<file path="src/rtl/wsm_pkg.sv">
// Package: shared types for the write spacing monitor.
// Assumes a two-bit display mode code as listed below.
package wsm_pkg;
    typedef enum logic [1:0] {
        DISP_GFX_A = 2'd0,
        DISP_GFX_B = 2'd1,
        DISP_TEXT  = 2'd2,
        DISP_MULTI = 2'd3
    } disp_mode_e;
endpackage

</file>
<file path="src/rtl/wsm_gap_counter.sv">
// Counts cycles since the last write strobe, saturating at all-ones.
// Also remembers whether any strobe has been seen since reset.
// Assumes wr_stb is a single-cycle pulse per write.
module wsm_gap_counter #(
    parameter int unsigned CNT_W = 6
) (
    input  logic             clk,
    input  logic             rst_n,
    input  logic             stb,
    output logic [CNT_W-1:0] gap,
    output logic             armed
);
    localparam logic [CNT_W-1:0] GAP_MAX = '1;
    localparam logic [CNT_W-1:0] GAP_ONE = CNT_W'(1);

    // Restart on a strobe, otherwise count up until saturated.
    always_ff @(posedge clk) begin
        if (!rst_n) begin
            gap   <= '0;
            armed <= 1'b0;
        end else if (stb) begin
            gap   <= GAP_ONE;
            armed <= 1'b1;
        end else if (gap != GAP_MAX) begin
            gap <= gap + GAP_ONE;
        end
    end

    assert_saturate_R3: assert property (@(posedge clk) disable iff (!rst_n)
        (gap == GAP_MAX && !stb) |=> gap == GAP_MAX);
    assert_restart_R2: assert property (@(posedge clk) disable iff (!rst_n)
        stb |=> (gap == GAP_ONE && armed));
endmodule

</file>
<file path="src/rtl/wsm_limit_select.sv">
// Picks the minimum write spacing from mode, sprite enable and blanking.
// Pure combinational logic; the caller samples it on the strobe edge.
module wsm_limit_select #(
    parameter int unsigned CNT_W     = 6,
    parameter int unsigned LIM_GFX   = 29,
    parameter int unsigned LIM_TEXT  = 12,
    parameter int unsigned LIM_MULTI = 13,
    parameter int unsigned LIM_QUIET = 8
) (
    input  logic             clk,
    input  logic             rst_n,
    input  logic [1:0]       mode,
    input  logic             spr_en,
    input  logic             blank,
    output logic [CNT_W-1:0] limit
);
    import wsm_pkg::*;

    localparam logic [CNT_W-1:0] L_GFX   = CNT_W'(LIM_GFX);
    localparam logic [CNT_W-1:0] L_TEXT  = CNT_W'(LIM_TEXT);
    localparam logic [CNT_W-1:0] L_MULTI = CNT_W'(LIM_MULTI);
    localparam logic [CNT_W-1:0] L_QUIET = CNT_W'(LIM_QUIET);

    disp_mode_e mode_e;
    assign mode_e = disp_mode_e'(mode);

    // Blanking overrides the mode; graphics without sprites uses the quiet limit.
    always_comb begin
        if (blank) begin
            limit = L_QUIET;
        end else begin
            case (mode_e)
                DISP_GFX_A, DISP_GFX_B: limit = spr_en ? L_GFX : L_QUIET;
                DISP_TEXT:              limit = L_TEXT;
                default:                limit = L_MULTI;
            endcase
        end
    end

    assert_limit_range_R4: assert property (@(posedge clk) disable iff (!rst_n)
        (limit >= L_QUIET) && (limit <= L_GFX));
endmodule

</file>
<file path="src/rtl/wsm_judge.sv">
// Compares each write's interval with its limit and holds the results.
// Assumes gap and limit are valid in the cycle the strobe is high.
module wsm_judge #(
    parameter int unsigned CNT_W = 6
) (
    input  logic             clk,
    input  logic             rst_n,
    input  logic             stb,
    input  logic             armed,
    input  logic [CNT_W-1:0] gap,
    input  logic [CNT_W-1:0] limit,
    input  logic             clr,
    output logic             viol_pulse,
    output logic             viol_sticky,
    output logic [CNT_W-1:0] last_gap
);
    logic too_close;
    assign too_close = stb && armed && (gap < limit);

    // Register the pulse, the latched flag (set beats clear) and the interval.
    always_ff @(posedge clk) begin
        if (!rst_n) begin
            viol_pulse  <= 1'b0;
            viol_sticky <= 1'b0;
            last_gap    <= '0;
        end else begin
            viol_pulse <= too_close;
            if (too_close) begin
                viol_sticky <= 1'b1;
            end else if (clr) begin
                viol_sticky <= 1'b0;
            end
            if (stb && armed) begin
                last_gap <= gap;
            end
        end
    end

    assert_pulse_after_strobe_R9: assert property (@(posedge clk) disable iff (!rst_n)
        viol_pulse |-> $past(stb));
    assert_pulse_sets_flag_R11: assert property (@(posedge clk) disable iff (!rst_n)
        viol_pulse |-> viol_sticky);
    assert_flag_drop_needs_clear_R11: assert property (@(posedge clk) disable iff (!rst_n)
        $fell(viol_sticky) |-> $past(clr));
    assert_first_write_quiet_R10: assert property (@(posedge clk) disable iff (!rst_n)
        (stb && !armed) |=> (!viol_pulse && $stable(last_gap)));
endmodule

</file>
<file path="src/rtl/write_spacing_monitor.sv">
// Top level: measures strobe-to-strobe spacing of video memory writes
// and flags writes that come sooner than the mode-dependent minimum.
// Assumes all inputs are synchronous to clk.
module write_spacing_monitor #(
    parameter int unsigned CNT_W     = 6,
    parameter int unsigned LIM_GFX   = 29,
    parameter int unsigned LIM_TEXT  = 12,
    parameter int unsigned LIM_MULTI = 13,
    parameter int unsigned LIM_QUIET = 8
) (
    input  logic             clk,
    input  logic             rst_n,
    input  logic             wr_stb,
    input  logic [1:0]       disp_mode,
    input  logic             spr_en,
    input  logic             blank,
    input  logic             clr_sticky,
    output logic             viol_pulse,
    output logic             viol_sticky,
    output logic [CNT_W-1:0] last_interval
);
    logic [CNT_W-1:0] gap;
    logic [CNT_W-1:0] limit;
    logic             armed;

    wsm_gap_counter #(.CNT_W(CNT_W)) u_counter (
        .clk   (clk),
        .rst_n (rst_n),
        .stb   (wr_stb),
        .gap   (gap),
        .armed (armed)
    );

    wsm_limit_select #(
        .CNT_W    (CNT_W),
        .LIM_GFX  (LIM_GFX),
        .LIM_TEXT (LIM_TEXT),
        .LIM_MULTI(LIM_MULTI),
        .LIM_QUIET(LIM_QUIET)
    ) u_limit (
        .clk    (clk),
        .rst_n  (rst_n),
        .mode   (disp_mode),
        .spr_en (spr_en),
        .blank  (blank),
        .limit  (limit)
    );

    wsm_judge #(.CNT_W(CNT_W)) u_judge (
        .clk         (clk),
        .rst_n       (rst_n),
        .stb         (wr_stb),
        .armed       (armed),
        .gap         (gap),
        .limit       (limit),
        .clr         (clr_sticky),
        .viol_pulse  (viol_pulse),
        .viol_sticky (viol_sticky),
        .last_gap    (last_interval)
    );
endmodule

</file>
<file path="config.mk">
export PLATFORM = sky130hd
export DESIGN_NAME = write_spacing_monitor
export DESIGN_NICKNAME = d
export VERILOG_FILES = /design/src/rtl/wsm_pkg.sv /design/src/rtl/wsm_gap_counter.sv /design/src/rtl/wsm_limit_select.sv /design/src/rtl/wsm_judge.sv /design/src/rtl/write_spacing_monitor.sv
export SDC_FILE = /design/constraint.sdc
export NUM_CORES = 1
export LEC_CHECK = 0
export BUFFER_PORTS_ARGS = -buffer_cell sky130_fd_sc_hd__buf_2
export CORE_ASPECT_RATIO = 1.25
export CORE_UTILIZATION = 30
export DETAILED_ROUTE_END_ITERATION = 16
export SLEW_MARGIN = 5
export SYNTH_ARGS = -nofsm -noshare
export SYNTH_HDL_FRONTEND = slang
export SYNTH_SLANG_ARGS = --single-unit
</file>
<file path="constraint.sdc">
create_clock -name clk -period 1.5 [get_ports clk]
set_clock_uncertainty 0.15 [all_clocks]
set_input_delay 0.225 -clock clk [delete_from_list [all_inputs] [get_ports clk]]
set_output_delay 0.225 -clock clk [all_outputs]
set_load 0.005 [all_outputs]
</file>
==> results.md <==
* Run status: complete, no violations
* Die width at 44.53 um
* Cell Int Power at 0.5383 mW
* Clock power frac at 32.8%
* WP buf/inv at 0
* Crit path max fanout at 4
* Post-Layout Inst Area at 844.6 sq um
* Slew Limit Fails at 0
* Place WS at -0.1611 ns
* First-pass iteration count of the detailed router at 4
* Power per cell area at 845.3 nW/um^2
* Total Neg Setup Slack at 0 ns
* I/O pin total at 16
* RSZ-0062 raised after global routing: yes
* Cell Area, Synth at 678.2 sq um
* Sequential Power Share at 58.2%
* Layout Nets at 111
* Metal-1 WL at 645 um
* First-pass GRT wire length at 2.394 mm
* Clock H-tree levels at 1
* Root buffer cell: clkbuf_4
* Buffers on Ports at 15
* WL met2 at 662 um
* Peak VDD IR at 285.1 uV
* Setup crit end kind: flop
* Ys Warns at 0
* Detailed Place HPWL at 1.045 mm
* Initial Utilization at 33.09%
* Post-synthesis async set-or-reset flop share at 0%
* Vias after detailed routing at 630
* Slew @ Worst Pin at 0.2375 ns
* Gr ovfl total at 0
* Total GRT Usage at 13.85%
* Residual DRC at 0
* Final non-filler cell total at 129
* Worst-case clock buffer depth at 2
* GP Congestion at 0.7586
* DR vias/cell at 4.884
* Synth Register Bits at 15
* Crit path largest cell delay at 0.35 ns
* Number of synthesized flops with an enable pin at 0
* Slew HR at 83.94%
* Crit Path Class: flop to flop
* Placed Instance Area at 814.5 sq um
* Worst Setup Slack, final at 0.09494 ns
* Max Clock Freq at 711.7 MHz
* Synth Flop Type: dfxtp_1
* Worst Path Required at 1.52 ns
* Total wire length at 1.394 mm
* Syn Nets at 89
* Sw Ratio at 24.59%
* Max Cap Viol at 0
* Reg clk slew, reported paths at 0.09 ns
* Psw at 0.1756 mW
* Dpl cells at 125
* CTS tree: done
* Ant. Diodes at 0
* Post-CTS setup buffer count at 0
* Crit-path cells: ha_1, and2_1, nor4b_1, nor3b_1
* Metal3 WL at 59 um
* Min Clock Period, post-route at 1.405 ns
* Max stage delay cell, worst path: dfxtp_2
* Share of cells above drive strength 1 at 28.28%
* Die area at 2456 sq um
* CTS Sinks at 15
* Core area at 2049 sq um
* Hold_buf cts at 0
* WL/cell at 10.81 um
* # rows at 18
* Startpoint type of the worst setup path: flop
* Area growth syn-to-layout at 24.54%
* Synth Instances at 78
* CTS Buf Count at 3
* Highest routed layer: met4
* Post-DRT Antenna Nets at 0
* Avg Inst Size Synth at 8.694 sq um
* Fin Hold WS at 0.04209 ns
* Leakage at 0.3379 nW
* Logic gate share of total power at 9.1%
* Worst skew pair latency at 0.28 ns
* Setup Viol. Count Final at 0
* Register area share after synthesis at 44.28%
* Worst path arrival time at 1.43 ns
* Largest delay share family, worst path: simple AND/OR/NAND/NOR gates
* Initial antenna violation count at 0
* Fin. Hold Viols at 0
* Post-synth cell types at 29
* Worst hold-check path type: input port to flop
* Largest net degree at the start of global routing at 12
* Initial DRC Count at 10
* Vias in the first global route at 568
* Die Span Y at 55.16 um
* Tcrit/Tclk final at 93.67%
worst paths after layout:
check	startpoint	endpoint	slack (ns)	cells after the start
worst min register to register	u_judge.last_gap[0]$_SDFFE_PN0P_	u_judge.last_gap[0]$_SDFFE_PN0P_	0.31	2
worst min-delay path	clr_sticky	u_judge.viol_sticky$_SDFFE_PN0P_	0.04	3
worst max-delay path	u_counter.gap[0]$_SDFFE_PN0P_	u_counter.gap[5]$_SDFFE_PP0P_	0.09	4
worst max register to register	u_counter.gap[0]$_SDFFE_PN0P_	u_counter.gap[5]$_SDFFE_PP0P_	0.09	4
cell usage after synthesis (all sizes together), types with 2 or more instances:
library cell	number	share of area [%]
o21ai	2	1.5
dfxtp	15	44
nor2b	2	2.2
a21oi	9	6.6
nand2	9	5.0
nand4b	2	2.6
a211oi	2	2.2
nand3	8	5.9
inv	2	1.1
ha	3	5.5
or3	2	1.8
o21bai	2	2.2
nor2	5	2.8
buf	2	1.5
flip-flops by register name, summed over array words and instances (netlist names):
register / count
u_judge.last_gap: 6
u_judge.viol_sticky: 1
u_counter.gap: 6
u_counter.armed: 1
u_judge.viol_pulse: 1
logic make-up after synthesis:
| family | synth area share, % |
|---|---|
| flops | 44.28 |
| compound gates | 15.50 |
| fa+ha+maj | 5.536 |
| xor+xnor | 1.292 |
| buf+inv | 3.136 |
| mux | 1.476 |
| simple gates | 28.79 |
power by group through the flow:
stage                     sequential (mW)  combinational (mW)  clock [mW]
final                               0.415              0.0649       0.234
after CTS                           0.414              0.0652       0.248
after global routing                0.416              0.0729       0.270
after floorplan                     0.423              0.0339           0
after global placement              0.424              0.0637           0
after detailed placement            0.424              0.0649           0
tightest hold or removal path, delay by kind of cell:
| family | cells | cell delay (ns) |
|---|---|---|
| buffers and inverters | 1 | 0.07 |
| and+or+nand+nor | 1 | 0.09 |
| AOI/OAI and AO/OA | 1 | 0.05 |
through the flow:
stage	total power [mW]	util, %
2_1_floorplan	0.4565	-
3_3_place_gp	0.4877	39.74
3_5_place_dp	0.4887	39.74
4_1_cts	0.7278	41.09
5_1_grt	0.7590	41.21
6_report	0.7139	41.21
timing repair:
item	in CTS	in global routing
resized for setup	0	2
hold endpoints to repair	0	0
setup endpoints to repair	0	4
routing by layer:
| layer | GRT usage (%) | vias to the layer above |
|---|---|---|
| met5 | 0 | - |
| met4 | 12.12 | 0 |
| met3 | 1.948 | 2 |
| met2 | 22.30 | 17 |
| met1 | 16.02 | 286 |
| li1 | - | 325 |
layout by cell type, fill, tap and decap left out, types with 2 or more instances in the layout:
cell type  count
dfxtp_1       13
ha_1           3
clkbuf_4       3
nand4b_1       2
or3_1          2
a211oi_1       2
buf_4          5
nor2_1         5
inv_1          2
nand3_1        8
o21bai_1       2
buf_2         15
nand2_1        9
a21oi_1        9
dfxtp_2        2
layout make-up:
cell class,count,area (sq um)
Sequential cell,15,302.8
Tap cell,30,37.54
Fill cell,218,1205
Timing Repair Buffer,20,112.6
Clock inverter,1,5.005
Multi-Input combinational cell,58,356.6
Clock buffer,3,22.52
Inverter,2,7.507
Power figures use the tool's default switching activity.
